==> config.mk <==
export PLATFORM = sky130hd
export DESIGN_NAME = mdio_dual_master
export DESIGN_NICKNAME = d
export VERILOG_FILES = /design/src/rtl/mdio_dm_pkg.sv /design/src/rtl/mdio_dm_ctrl.sv /design/src/rtl/mdio_dm_dpath.sv /design/src/rtl/mdio_dual_master.sv
export SDC_FILE = /design/constraint.sdc
export NUM_CORES = 1
export LEC_CHECK = 0
export CORE_UTILIZATION = 60
export DETAILED_ROUTE_END_ITERATION = 6
export DONT_BUFFER_PORTS = 1
export PLACE_DENSITY = 0.76
export SLEW_MARGIN = 20
export SYNTH_ARGS = -nofsm -noshare
export SYNTH_HDL_FRONTEND = slang
export SYNTH_SLANG_ARGS = --single-unit
==> constraint.sdc <==
create_clock -name clk -period 3.13 [get_ports clk]
set_clock_uncertainty 0.2 [all_clocks]
set_input_delay 0.7825 -clock clk [delete_from_list [all_inputs] [get_ports clk]]
set_output_delay 0.7825 -clock clk [all_outputs]
set_load 0.005 [all_outputs]
==> src/rtl/mdio_dm_pkg.sv <==
package mdio_dm_pkg;

  localparam int PRE_SLOTS     = 20;
  localparam int WR_SLOTS      = 32;
  localparam int RD_SLOTS      = 35;
  localparam int RD_HDR_SLOTS  = 14;
  localparam int RD_DATA_FIRST = 16;
  localparam int DATA_BITS     = 16;
  localparam int SLOT_W        = 6;

  typedef enum logic [1:0] {
    ST_PRE  = 2'd0,
    ST_DET  = 2'd1,
    ST_RDY  = 2'd2,
    ST_BITS = 2'd3
  } ctrlState_t;

  // strobes from the sequencer to the datapath
  typedef struct packed {
    logic loadFrame;
    logic shiftTx;
    logic sampleRx;
    logic sampleDet;
    logic finishRd;
    logic finishBad;
    logic driveBoth;
    logic driveAct;
  } strobe_t;

endpackage

==> src/rtl/mdio_dm_ctrl.sv <==
module mdio_dm_ctrl
  import mdio_dm_pkg::*;
#(
  parameter int CLK_DIV = 4
) (
  input  logic    clk,
  input  logic    rstN,
  input  logic    reqValid,
  input  logic    reqWrite,
  input  logic    noTcvr,
  input  logic    portExt,
  output logic    busy,
  output logic    mdc,
  output logic    done,
  output strobe_t stb
);

  localparam int PW   = (CLK_DIV > 2) ? $clog2(CLK_DIV) : 1;
  localparam int HALF = CLK_DIV / 2;
  localparam logic [PW-1:0] PH_LAST = PW'(CLK_DIV - 1);
  localparam logic [PW-1:0] PH_HIGH = PW'(HALF);
  localparam logic [PW-1:0] PH_EXT  = PW'(HALF - 1);

  ctrlState_t state;
  logic [PW-1:0] ph;
  logic [SLOT_W-1:0] slotCnt;
  logic isWrite;
  logic detPending;

  logic slotEnd;
  logic [SLOT_W-1:0] lastSlot;
  logic inRdWindow;
  logic [PW-1:0] samplePh;

  assign slotEnd    = (ph == PH_LAST);
  assign lastSlot   = isWrite ? SLOT_W'(WR_SLOTS - 1) : SLOT_W'(RD_SLOTS - 1);
  assign inRdWindow = (slotCnt >= SLOT_W'(RD_DATA_FIRST)) &&
                      (slotCnt <  SLOT_W'(RD_DATA_FIRST + DATA_BITS));
  assign samplePh   = portExt ? PH_EXT : PH_LAST;

  always_ff @(posedge clk or negedge rstN) begin
    if (!rstN) begin
      state      <= ST_PRE;
      ph         <= '0;
      slotCnt    <= '0;
      isWrite    <= 1'b0;
      detPending <= 1'b1;
      done       <= 1'b0;
    end else begin
      done <= 1'b0;
      if (state == ST_RDY) begin
        ph <= '0;
        if (reqValid) begin
          if (noTcvr) begin
            done <= 1'b1;
          end else begin
            state   <= ST_PRE;
            isWrite <= reqWrite;
            slotCnt <= '0;
          end
        end
      end else begin
        ph <= slotEnd ? '0 : ph + 1'b1;
        if (slotEnd) begin
          unique case (state)
            ST_PRE: begin
              if (slotCnt == SLOT_W'(PRE_SLOTS - 1)) begin
                slotCnt <= '0;
                state   <= detPending ? ST_DET : ST_BITS;
              end else begin
                slotCnt <= slotCnt + 1'b1;
              end
            end
            ST_DET: begin
              detPending <= 1'b0;
              state      <= ST_RDY;
            end
            ST_BITS: begin
              if (slotCnt == lastSlot) begin
                state <= ST_RDY;
                done  <= 1'b1;
              end else begin
                slotCnt <= slotCnt + 1'b1;
              end
            end
            default: state <= ST_RDY;
          endcase
        end
      end
    end
  end

  always_comb begin
    stb           = '0;
    stb.loadFrame = (state == ST_RDY) && reqValid && !noTcvr;
    stb.finishBad = (state == ST_RDY) && reqValid && noTcvr;
    stb.shiftTx   = (state == ST_BITS) && slotEnd;
    stb.sampleRx  = (state == ST_BITS) && !isWrite && inRdWindow && (ph == samplePh);
    stb.sampleDet = (state == ST_DET) && slotEnd;
    stb.finishRd  = (state == ST_BITS) && slotEnd && !isWrite &&
                    (slotCnt == SLOT_W'(RD_SLOTS - 1));
    stb.driveBoth = (state == ST_PRE);
    stb.driveAct  = (state == ST_BITS) &&
                    (isWrite || (slotCnt < SLOT_W'(RD_HDR_SLOTS)));
  end

  assign busy = (state != ST_RDY);
  assign mdc  = busy && (ph >= PH_HIGH);

endmodule

==> src/rtl/mdio_dm_dpath.sv <==
module mdio_dm_dpath
  import mdio_dm_pkg::*;
#(
  parameter logic [4:0] INT_ADDR = 5'h01,
  parameter logic [4:0] EXT_ADDR = 5'h00
) (
  input  logic           clk,
  input  logic           rstN,
  input  strobe_t        stb,
  input  logic           reqWrite,
  input  logic [4:0]     reqReg,
  input  logic [DATA_BITS-1:0] reqData,
  input  logic           intMdi,
  input  logic           extMdi,
  output logic           intMdo,
  output logic           intMdoEn,
  output logic           extMdo,
  output logic           extMdoEn,
  output logic [DATA_BITS-1:0] rdData,
  output logic           invalid,
  output logic           portExt,
  output logic           noTcvr
);

  localparam int TX_W = WR_SLOTS;

  logic [TX_W-1:0] txSh;
  logic [DATA_BITS-1:0] rxSh;
  logic [4:0] busAddr;
  logic [1:0] lineIn;
  logic [1:0] lineOut;
  logic [1:0] lineOe;

  assign busAddr = portExt ? EXT_ADDR : INT_ADDR;
  assign lineIn  = {extMdi, intMdi};

  always_ff @(posedge clk or negedge rstN) begin
    if (!rstN) begin
      txSh    <= '1;
      rxSh    <= '0;
      rdData  <= '0;
      invalid <= 1'b0;
      portExt <= 1'b0;
      noTcvr  <= 1'b0;
    end else begin
      invalid <= stb.finishBad;
      if (stb.loadFrame) begin
        if (reqWrite) txSh <= {4'b0101, busAddr, reqReg, 2'b10, reqData};
        else          txSh <= {4'b0110, busAddr, reqReg, 18'h3FFFF};
      end else if (stb.shiftTx) begin
        txSh <= {txSh[TX_W-2:0], 1'b1};
      end
      if (stb.sampleRx) rxSh <= {rxSh[DATA_BITS-2:0], lineIn[portExt]};
      if (stb.finishRd)  rdData <= rxSh;
      if (stb.finishBad) rdData <= '1;
      if (stb.sampleDet) begin
        if (extMdi) begin
          portExt <= 1'b1;
          noTcvr  <= 1'b0;
        end else if (intMdi) begin
          portExt <= 1'b0;
          noTcvr  <= 1'b0;
        end else begin
          portExt <= 1'b0;
          noTcvr  <= 1'b1;
        end
      end
    end
  end

  // index 0: on-board line, index 1: plug-in line
  for (genvar g = 0; g < 2; g++) begin : g_line
    logic isAct;
    assign isAct      = (g == 1) ? portExt : !portExt;
    assign lineOe[g]  = stb.driveBoth || (stb.driveAct && isAct);
    assign lineOut[g] = (stb.driveAct && isAct) ? txSh[TX_W-1] : 1'b1;
  end

  assign intMdo   = lineOut[0];
  assign intMdoEn = lineOe[0];
  assign extMdo   = lineOut[1];
  assign extMdoEn = lineOe[1];

endmodule

==> src/rtl/mdio_dual_master.sv <==
module mdio_dual_master
  import mdio_dm_pkg::*;
#(
  parameter int         CLK_DIV  = 4,
  parameter logic [4:0] INT_ADDR = 5'h01,
  parameter logic [4:0] EXT_ADDR = 5'h00
) (
  input  logic        clk,
  input  logic        rstN,
  input  logic        reqValid,
  input  logic        reqWrite,
  input  logic [4:0]  reqReg,
  input  logic [15:0] reqData,
  output logic        busy,
  output logic        done,
  output logic        invalid,
  output logic [15:0] rdData,
  output logic        portExt,
  output logic        noTcvr,
  output logic        mdc,
  input  logic        intMdi,
  output logic        intMdo,
  output logic        intMdoEn,
  input  logic        extMdi,
  output logic        extMdo,
  output logic        extMdoEn
);

  strobe_t stb;

  mdio_dm_ctrl #(
    .CLK_DIV(CLK_DIV)
  ) u_ctrl (
    .clk     (clk),
    .rstN    (rstN),
    .reqValid(reqValid),
    .reqWrite(reqWrite),
    .noTcvr  (noTcvr),
    .portExt (portExt),
    .busy    (busy),
    .mdc     (mdc),
    .done    (done),
    .stb     (stb)
  );

  mdio_dm_dpath #(
    .INT_ADDR(INT_ADDR),
    .EXT_ADDR(EXT_ADDR)
  ) u_dpath (
    .clk     (clk),
    .rstN    (rstN),
    .stb     (stb),
    .reqWrite(reqWrite),
    .reqReg  (reqReg),
    .reqData (reqData),
    .intMdi  (intMdi),
    .extMdi  (extMdi),
    .intMdo  (intMdo),
    .intMdoEn(intMdoEn),
    .extMdo  (extMdo),
    .extMdoEn(extMdoEn),
    .rdData  (rdData),
    .invalid (invalid),
    .portExt (portExt),
    .noTcvr  (noTcvr)
  );

endmodule

======== Yosys cells after proc, flatten, opt, wreduce, memory -nomap -nowiden ========
Cells that the tools add are included.
W data, S select, Z words.
storage, ports and cells
  flip-flop bits (word level) ............. 80
  output and inout port bits .............. 26
operators by class
  add/sub/neg operators ................... 2
  bitwise gates (word level) .............. 2
  muxes and demuxes ....................... 38
  $lt $le $gt $ge ......................... 5
  reductions and logical operators ........ 30
  equal/unequal tests ..................... 14
operator list
  kind                   count
  $mux W32               2
  $mux W6                7
  $mux W16               2
  $mux W30               1
  $mux W2                10
  $logic_and A1 B1 Y1    15
  $mux W1                14
  $pmux W6 S2            1
  $reduce_and A5 Y1      2
  $add A6 B1 Y6 const B  1
  $eq A2 B2 Y1 const B   3
  $eq A6 B5 Y1 const B   1
  $eq A6 B6 Y1           1
  $eq A6 B6 Y1 const B   1
  $ge A6 B5 Y1 const B   1
  $lt A6 B4 Y1 const B   1
  $lt A6 B6 Y1 const B   1
  $ne A2 B2 Y1 const B   3
  $ne A3 B3 Y1 const B   2
  $reduce_and A3 Y1      2
  $reduce_bool A2 Y1     3
  $pmux W2 S2            1
  $logic_not A1 Y1       3
  $logic_or A1 B1 Y1     3
  9 further kinds        10

======== Logic depth before layout (Yosys ltp) ========
Gate-level depths: netlist (run 1).
  depth in word-level cells ............... 6
  gate-level depth with buffers ........... 9
  mapped depth without buffers ............ 6

======== Hierarchy ========
A second synthesis (run 1) with hierarchy kept.
unflattened totals
  cells, all modules ...................... 309
  area total of the unflattened synthesis .. 3833.7 µm²
by module, submodules not included
  module         cells each  instances  area each (µm²)  seq. area each (µm²)
  mdio_dm_dpath  212         1          2937.8           1716.6
  mdio_dm_ctrl   97          1          895.9            326.6

======== Worst setup path before layout (run 1) ========
OpenSTA, ideal clock, no wires.
  path type ............................... register to output
  from .................................... register u_ctrl.slotCnt[3]
  to ...................................... output port extMdo
  setup slack ............................. 0.874 ns
  path buffers ............................ 0
  arrival ................................. 1.274 ns
  stages on the path, launching flop included .. 5
  path through ............................ dfrtp_1 -> and2_1 -> a211oi_1 -> o21ai_0 -> or3_1
between the ends
  cells in the longest elaborated chain, start to end .. 5
RTL lines
  element                 RTL line                text
  from (decl)             mdio_dm_ctrl.sv:26      logic [SLOT_W-1:0] slotCnt;
  from (signal assigned)  mdio_dm_ctrl.sv:71      slotCnt <= slotCnt + 1'b1;
  from (signal assigned)  mdio_dm_ctrl.sv:83      slotCnt <= slotCnt + 1'b1;
  $lt A6 B4 Y1            mdio_dm_ctrl.sv:104     (isWrite || (slotCnt < SLOT_W'(RD_HDR_SLOTS)));
  $logic_or A1 B1 Y1      mdio_dm_ctrl.sv:104
  $logic_and A1 B1 Y1     mdio_dm_ctrl.sv:103     stb.driveAct = (state == ST_BITS) &&
  $logic_and A1 B1 Y1     mdio_dm_dpath.sv:76     assign lineOut[g] = (stb.driveAct && isAct) ? txSh[TX_W-1] : 1'b1;
  $mux W1                 mdio_dm_dpath.sv:76
  to (decl)               mdio_dual_master.sv:25  output logic extMdo,
No other way between the ends.

======== Final worst setup path (run 1) ========
  from .................................... register u_ctrl.state[1]
  to ...................................... output port busy
between the ends
  cells in the longest elaborated chain, start to end .. 1
RTL lines
  element                 RTL line                text
  from (decl)             mdio_dm_ctrl.sv:24      ctrlState_t state;
  from (signal assigned)  mdio_dm_ctrl.sv:69      state <= detPending ? ST_DET : ST_BITS;
  $ne A2 B2 Y1            mdio_dm_ctrl.sv:107     assign busy = (state != ST_RDY);
  to (decl)               mdio_dual_master.sv:14  output logic busy,
No other way between the ends.

==> flow_summary.json, run 1 <==
{
  "synth_nets": 394,
  "dieWidth_um": 80.1,
  "fmax_ghz": 0.354,
  "seq_area_mm2": 0.00204,
  "grt_max_degree": 48,
  "synth_ff_type": "dfrtp_1",
  "multi_input_area_mm2": 0.00148,
  "crit_chain": "nor2b_1, inv_1",
  "cp-start-kind": "register",
  "ys_types": 44,
  "crit_type": "register to primary output",
  "antenna_found_initial": 0,
  "fillCellCount": 472,
  "cts_max_level": 3,
  "rsz0062_at_grt": "false",
  "design.portCount": 53,
  "cts_buffers": 9,
  "fin_nets": 388,
  "critPathArrivalTime_ns": 1.85,
  "synth_top_area_share": 0.322,
  "path_buf_inv": 1,
  "holdCritPathClass": "input pin to asynchronous set/reset pin",
  "p_per_area_mw_per_mm2": 496,
  "ir_drop_mv": 0.302,
  "cp_slowest_cell": "nor2b_1",
  "r2r-start": "u_ctrl.ph[1]",
  "clk_latency_ns": 0.36,
  "yosysTopAreaCell": "dfrtp_1",
  "vias": 2633,
  "clock-sinks": 80,
  "setup_tns_ns": 0,
  "clockBufferDepth": 2,
  "regToRegEndpoint": "u_dpath.rdData[1]",
  "grt_usage": 0.251,
  "finalSetupViolCount": 0,
  "slew_headroom": 0.432,
  "critical_path.max_stage_delay_ns": 0.74,
  "cp-end-kind": "primary output",
  "synth-edff-count": 0,
  "p_leak_uw": 0.00177,
  "dr.first_iter.drc_count": 161,
  "worstRegToRegCells": 5,
  "ant_nets": 0,
  "required_ns": 2.15,
  "cts_tree": "yes",
  "power.total_uw": 1950,
  "grt_pass1_wl_um": 12200,
  "synth_area_leaders": "dfrtp_1 (32%), dfstp_2 (24%), nand2_1 (10%), a31oi_1 (3.4%), nor3b_1 (3.1%)",
  "place_congestion": 0.796,
  "core_area_mm2": 0.00589,
  "critPathTopFamily": "simple AND/OR/NAND/NOR gates",
  "num_antenna_cells": 0,
  "wl_per_cell_um": 16.8,
  "place_hpwl_um": 4490,
  "cp_max_fo": 12,
  "globalRoute.totalOverflow": 0,
  "finalMaxSlewViolations": 0,
  "ys_seq_area_frac": 0.559,
  "clk_pin_slew_ns": 0.09,
  "ys_warn_count": 0,
  "die-area_mm2": 0.00641,
  "vias_per_cell": 6.03,
  "fin_crit_ns": 2.83,
  "finalCritPeriodShare": 0.903,
  "area_growth_pct": 7.53,
  "synth-seq-cells": 80,
  "layout-drive-gt1-share": 0.191,
  "r2r_slack_ns": 0.45,
  "drcViolationCount": 0,
  "async_flop_share": 1.00,
  "synthCells": 363,
  "rows": 28,
  "status": "complete, no violations",
  "firstDrtPassIters": 4,
  "start_util": 0.621,
  "io_buffers": 0,
  "maxCapViolCount": 0,
  "wirelength_um": 7360,
  "die_h_um": 80.1,
  "synth.avg_cell_area_um2": 10.1,
  "tightest_slew_ns": 0.851,
  "syn_area_mm2": 0.00366,
  "timing.final.hold_violations": 0,
  "grt_pass1_vias": 2489,
  "clockRootBuffer": "clkbuf_8"
}
kinds of logic after synthesis:
logic type / count (synthesis) / synth area share
fa+ha+maj: 4 / 0.0137
flops: 80 / 0.559
simple gates: 175 / 0.229
buf+inv: 28 / 0.0353
compound gates: 54 / 0.0982
xor+xnor: 1 / 0.00240
mux: 21 / 0.0630
final cells by class:
type	instances	share of cell area
flip-flops and latches	80	0.520
multi-input cells	255	0.377
clock buffers	9	0.0315
clock inverters	7	0.0280
well taps	75	0.0239
repair buffers	4	0.0127
inverters	7	0.00668
cells in the final DEF, fill, tap and decap left out, drive strengths merged, types with 4 or more instances in the layout:
cell type  count
nand2        102
dfrtp         47
dfstp         33
nand3         23
a31oi         20
mux2          16
nor3b         15
o21ai         12
inv           10
nor2           9
clkbuf         9
a21oi          6
and2           5
mux2i          5
o31ai          5
nor3           4
ha             4
buf            4
layer usage:
metal / up-vias / global-route usage / part of all wire
li1: 1249 / - / -
met1: 1295 / 0.341 / 0.46
met2: 69 / 0.386 / 0.46
met3: 20 / 0.0614 / 0.045
met4: 0 / 0.104 / 0.027
met5: - / 0 / 0
power breakdown:
part	total, uW	internal (uW)	switching [uW]
Sequential	1040	1040	2.01
Combinational	21.1	8.49	12.6
Clock	889	464	425
flip-flops by register name (all words and copies together), names as in the netlist:
name               cells
u_ctrl.detPending      1
u_ctrl.done            1
u_ctrl.isWrite         1
u_ctrl.ph              2
u_ctrl.slotCnt         6
u_ctrl.state           2
u_dpath.invalid        1
u_dpath.noTcvr         1
u_dpath.portExt        1
u_dpath.rdData        16
u_dpath.rxSh          16
u_dpath.txSh          32
worst max path at each step:
| stage | from | end | slack (ns) | cells after the start |
|---|---|---|---|---|
| floorplan | u_ctrl.slotCnt[3] | extMdo | 0.87 | 4 |
| global placement | u_ctrl.ph[1] | u_dpath.rdData[6] | 0.67 | 5 |
| detailed placement | u_ctrl.ph[1] | u_dpath.rdData[1] | 0.51 | 5 |
| CTS | u_ctrl.state[1] | busy | 0.31 | 2 |
| global route | u_ctrl.state[1] | busy | 0.19 | 2 |
| finish | u_ctrl.state[1] | busy | 0.30 | 2 |
cell usage after synthesis, types with 2 or more instances:
cell type	n
nand2_1	102
dfrtp_1	47
dfstp_2	33
nand3_1	22
a31oi_1	20
nor3b_1	15
clkbuf_1	14
mux2_2	9
nor2_1	9
o21ai_0	9
inv_1	7
mux2_1	7
a21oi_1	6
and2_1	5
mux2i_1	5
buf_2	4
ha_1	4
nor3_1	4
o31ai_1	4
a22oi_1	3
nand4_1	3
nor2b_1	3
o21ai_1	3
buf_6	2
nand3b_1	2
o22ai_1	2
or3_1	2
metrics by stage:
| stage | hold WS (ns) | instances | setup slack, ns | cell area (um^2) | util |
|---|---|---|---|---|---|
| 5_1_grt | 0.0384 | 437 | 0.191 | 3930 | 0.668 |
| 3_5_place_dp | 0.258 | 420 | 0.507 | 3670 | 0.624 |
| 4_1_cts | 0.0528 | 437 | 0.314 | 3930 | 0.668 |
| 3_3_place_gp | 0.248 | 420 | 0.675 | 3670 | 0.624 |
| 6_report | 0.0620 | 437 | 0.302 | 3930 | 0.668 |
| 2_1_floorplan | 0.238 | 363 | 0.874 | 3660 | - |
timing repair:
action                                 CTS  global route
setup buffers                            0             0
hold buffers                             1             0
gates resized for setup                  0             0
endpoints found under the hold margin   47             0
No activity file was read; power rests on OpenSTA's default activity.
==> run 2, diff against run 1 <==
--- a/config.mk
+++ b/config.mk
@@ -12,4 +12,5 @@
 export SLEW_MARGIN = 20
 export SYNTH_ARGS = -nofsm -noshare
 export SYNTH_HDL_FRONTEND = slang
+export SYNTH_HIERARCHICAL = 1
 export SYNTH_SLANG_ARGS = --single-unit
==> run 2 against run 1 <==
Clock power shrank 22%. Critical path type unchanged. Sequential power hardly changed. Routed wire length down 2.7%. Critical endpoint unchanged. Die area rose by 4.7%. Power fell by 11%. Non-clock buffer count increased by 3. Largest power group unchanged. Global-route usage down 1.3 points. Highest routed layer unchanged.
==> flow_summary.json, run 2 <==
{
  "status": "complete, no violations",
  "synth_nets": 340,
  "place_hpwl_um": 4610,
  "seq_area_mm2": 0.00204,
  "holdBufCountCts": 1,
  "dpl.cell_count": 368,
  "critical_path.max_stage_delay_ns": 0.60,
  "regToRegEndpoint": "u_dpath/rdData[15]",
  "cp_max_fo": 12,
  "synth_compound_area_frac": 0.151,
  "synth-edff-count": 0,
  "multi_input_area_mm2": 0.00162,
  "grt_pass1_wl_um": 11700,
  "globalRoute.totalOverflow": 0,
  "design.portCount": 53,
  "start_util": 0.636,
  "critPathTopFamily": "flip-flops",
  "critPathArrivalTime_ns": 1.64,
  "holdCritPathClass": "input pin to asynchronous set/reset pin",
  "layout_common_cells": "dfrtp_1 (47), dfstp_2 (33), mux2_2 (22)",
  "grt_pass1_vias": 2361,
  "r2r-start": "u_ctrl/ph[1]",
  "fmax_ghz": 0.381,
  "finalSetupViolCount": 0,
  "antenna_found_initial": 0,
  "ys_seq_area_frac": 0.533,
  "grt.busiest_layer": "met2",
  "syn_area_mm2": 0.00383,
  "reg_top3": "u_dpath/txSh: 32 flops, u_dpath/rdData: 16 flops, u_dpath/rxSh: 16 flops",
  "p_per_area_mw_per_mm2": 431,
  "crit_chain": "nor2b_1, inv_2",
  "wirelength_um": 7160,
  "grt_max_degree": 48,
  "fin_nets": 336,
  "dieWidth_um": 81.9,
  "finalMaxSlewViolations": 0,
  "clock-sinks": 80,
  "synth_top_family_by_area": "compound AO/OA/AOI/OAI gates",
  "cts_tree": "yes",
  "ys_types": 51,
  "clk_latency_ns": 0.35,
  "regMostFlops": "u_dpath/txSh",
  "yosysTopAreaCell": "dfrtp_1",
  "finalCritPeriodShare": 0.839,
  "vias_per_cell": 6.22,
  "r2r_slack_ns": 0.82,
  "fin_crit_ns": 2.63,
  "ctsResizeCount": 0,
  "instances_no_fill": 385,
  "vias": 2394,
  "timing.final.hold_violations": 0,
  "use_met3": 0.0700,
  "synthMuxAreaShare": 0.148,
  "grt_util_met1": 0.328,
  "die_h_um": 81.9,
  "final_common_cell": "dfrtp_1",
  "place_congestion": 0.875,
  "io_buffers": 0,
  "cts_buffers": 9,
  "synth_top_area_share": 0.307,
  "die-area_mm2": 0.00671,
  "synth_area_leaders": "dfrtp_1 (31%), dfstp_2 (23%), mux2_2 (6.5%), mux2_4 (4.7%), a211o_1 (4.1%)",
  "area_growth_pct": 5.45,
  "clockBufferDepth": 2,
  "hold_slack_ns": 0.0682,
  "drcViolationCount": 0,
  "worstRegToRegCells": 6,
  "path_buf_inv": 1,
  "gr-usage-met2": 0.362,
  "largest_reg_flops": 32,
  "clk_pin_slew_ns": 0.09,
  "layout-drive-gt1-share": 0.323,
  "post_cts_buffers": 0,
  "core_area_mm2": 0.00603,
  "grt_usage": 0.238,
  "num_antenna_cells": 0,
  "maxCapViolCount": 0,
  "synthSimpleGateAreaFrac": 0.106,
  "synth-xor-area-share": 0.00228,
  "firstDrtPassIters": 4,
  "yosys.cell_count.top_type": "dfrtp_1",
  "design_area_mm2": 0.00404,
  "synth_commonest_cells": "dfrtp_1 (47), dfstp_2 (33), mux2_2 (22)",
  "clockRootBuffer": "clkbuf_8",
  "rsz0062_at_grt": "false",
  "slew_headroom": 0.563,
  "synth_ff_type": "dfrtp_1",
  "p_leak_uw": 0.00189,
  "cp-start-kind": "register",
  "ant_nets": 0,
  "synth.avg_cell_area_um2": 12.4,
  "placed_area_mm2": 0.00384,
  "required_ns": 2.15,
  "ys_warn_count": 6,
  "synth-seq-cells": 80,
  "fillCellCount": 469,
  "synthCells": 309,
  "power.total_uw": 1740,
  "post_synth_fa_ha_maj_area_fraction": 0.0131,
  "ir_drop_mv": 0.453,
  "cp_slowest_cell": "dfrtp_1",
  "cts_max_level": 3,
  "rows": 28,
  "crit_type": "register to primary output",
  "tightest_slew_ns": 0.654,
  "wl_per_cell_um": 18.6,
  "cp-end-kind": "primary output",
  "async_flop_share": 1.00,
  "dr.first_iter.drc_count": 90,
  "setup_tns_ns": 0
}
==> run 2: cell types whose count changed in the layout (fill, tap and decap cells not counted), moves of 13 or more <==
cell | previous run | this run
o22a_1 | 1 | 16
nor3b_1 | 15 | 1
nand2_1 | 102 | 14
nand3_1 | 22 | 6
nor2b_1 | 3 | 20
mux2_2 | 9 | 22
a211o_1 | 0 | 18
a31oi_1 | 20 | 2
==> run 2: worst max-delay path by stage <==
stage,from,end,slack [ns],cells after the start
detailed placement,reqValid,u_dpath/txSh[13],0.80,3
CTS,u_ctrl/state[1],busy,0.49,2
finish,u_ctrl/state[1],busy,0.50,2
global placement,reqValid,u_dpath/txSh[2],0.86,3
floorplan,u_ctrl/ph[1],u_dpath/rdData[12],0.94,7
global route,u_ctrl/state[1],busy,0.37,2
==> run 2: worst reg2reg max path: stages (launching register included) <==
cell	delay [ns]
dfrtp_1	0.42
ha_1	0.39
nand3_1	0.22
nor3_2	0.23
buf_4	0.34
nor2b_1	0.11
a211o_1	0.29
==> run 2: per-layer routing <==
metal,up-vias,part of all wire,routed length (um)
li1,1113,-,-
met1,1214,0.46,3270
met2,61,0.48,3410
met3,6,0.059,422
met4,0,0.0085,61
met5,-,0,0
==> run 2: cell families (layout without fill, tap and decap cells) <==
kind of cell	after synthesis	after routing
buffers and inverters	30	31
multiplexers	48	48
XOR/XNOR	1	1
adder cells (fa/ha/maj)	4	4
AO/OA/AOI/OAI	72	72
AND/OR/NAND/NOR	74	74
flip-flops	80	80
==> run 2: power breakdown <==
| group | leakage (uW) | internal, uW | total [uW] | switching [uW] |
|---|---|---|---|---|
| Combinational | 0.000831 | 4.52 | 16.6 | 12.1 |
| Sequential | 0.000969 | 1040 | 1040 | 0 |
| Clock | 0.0000862 | 294 | 692 | 397 |
==> run 2: final cells by class <==
class / count / area share
Multi-Input combinational cell: 199 / 0.402
Timing Repair Buffer: 7 / 0.0180
Inverter: 8 / 0.00743
Tap cell: 75 / 0.0232
Clock inverter: 7 / 0.0136
Sequential cell: 80 / 0.505
Clock buffer: 9 / 0.0306
==> run 2: per-stage QoR <==
step | util | setup slack, ns
after floorplan | - | 0.940
after global placement | 0.637 | 0.857
after detailed placement | 0.637 | 0.803
after CTS | 0.671 | 0.494
after global routing | 0.671 | 0.368
final | 0.671 | 0.503
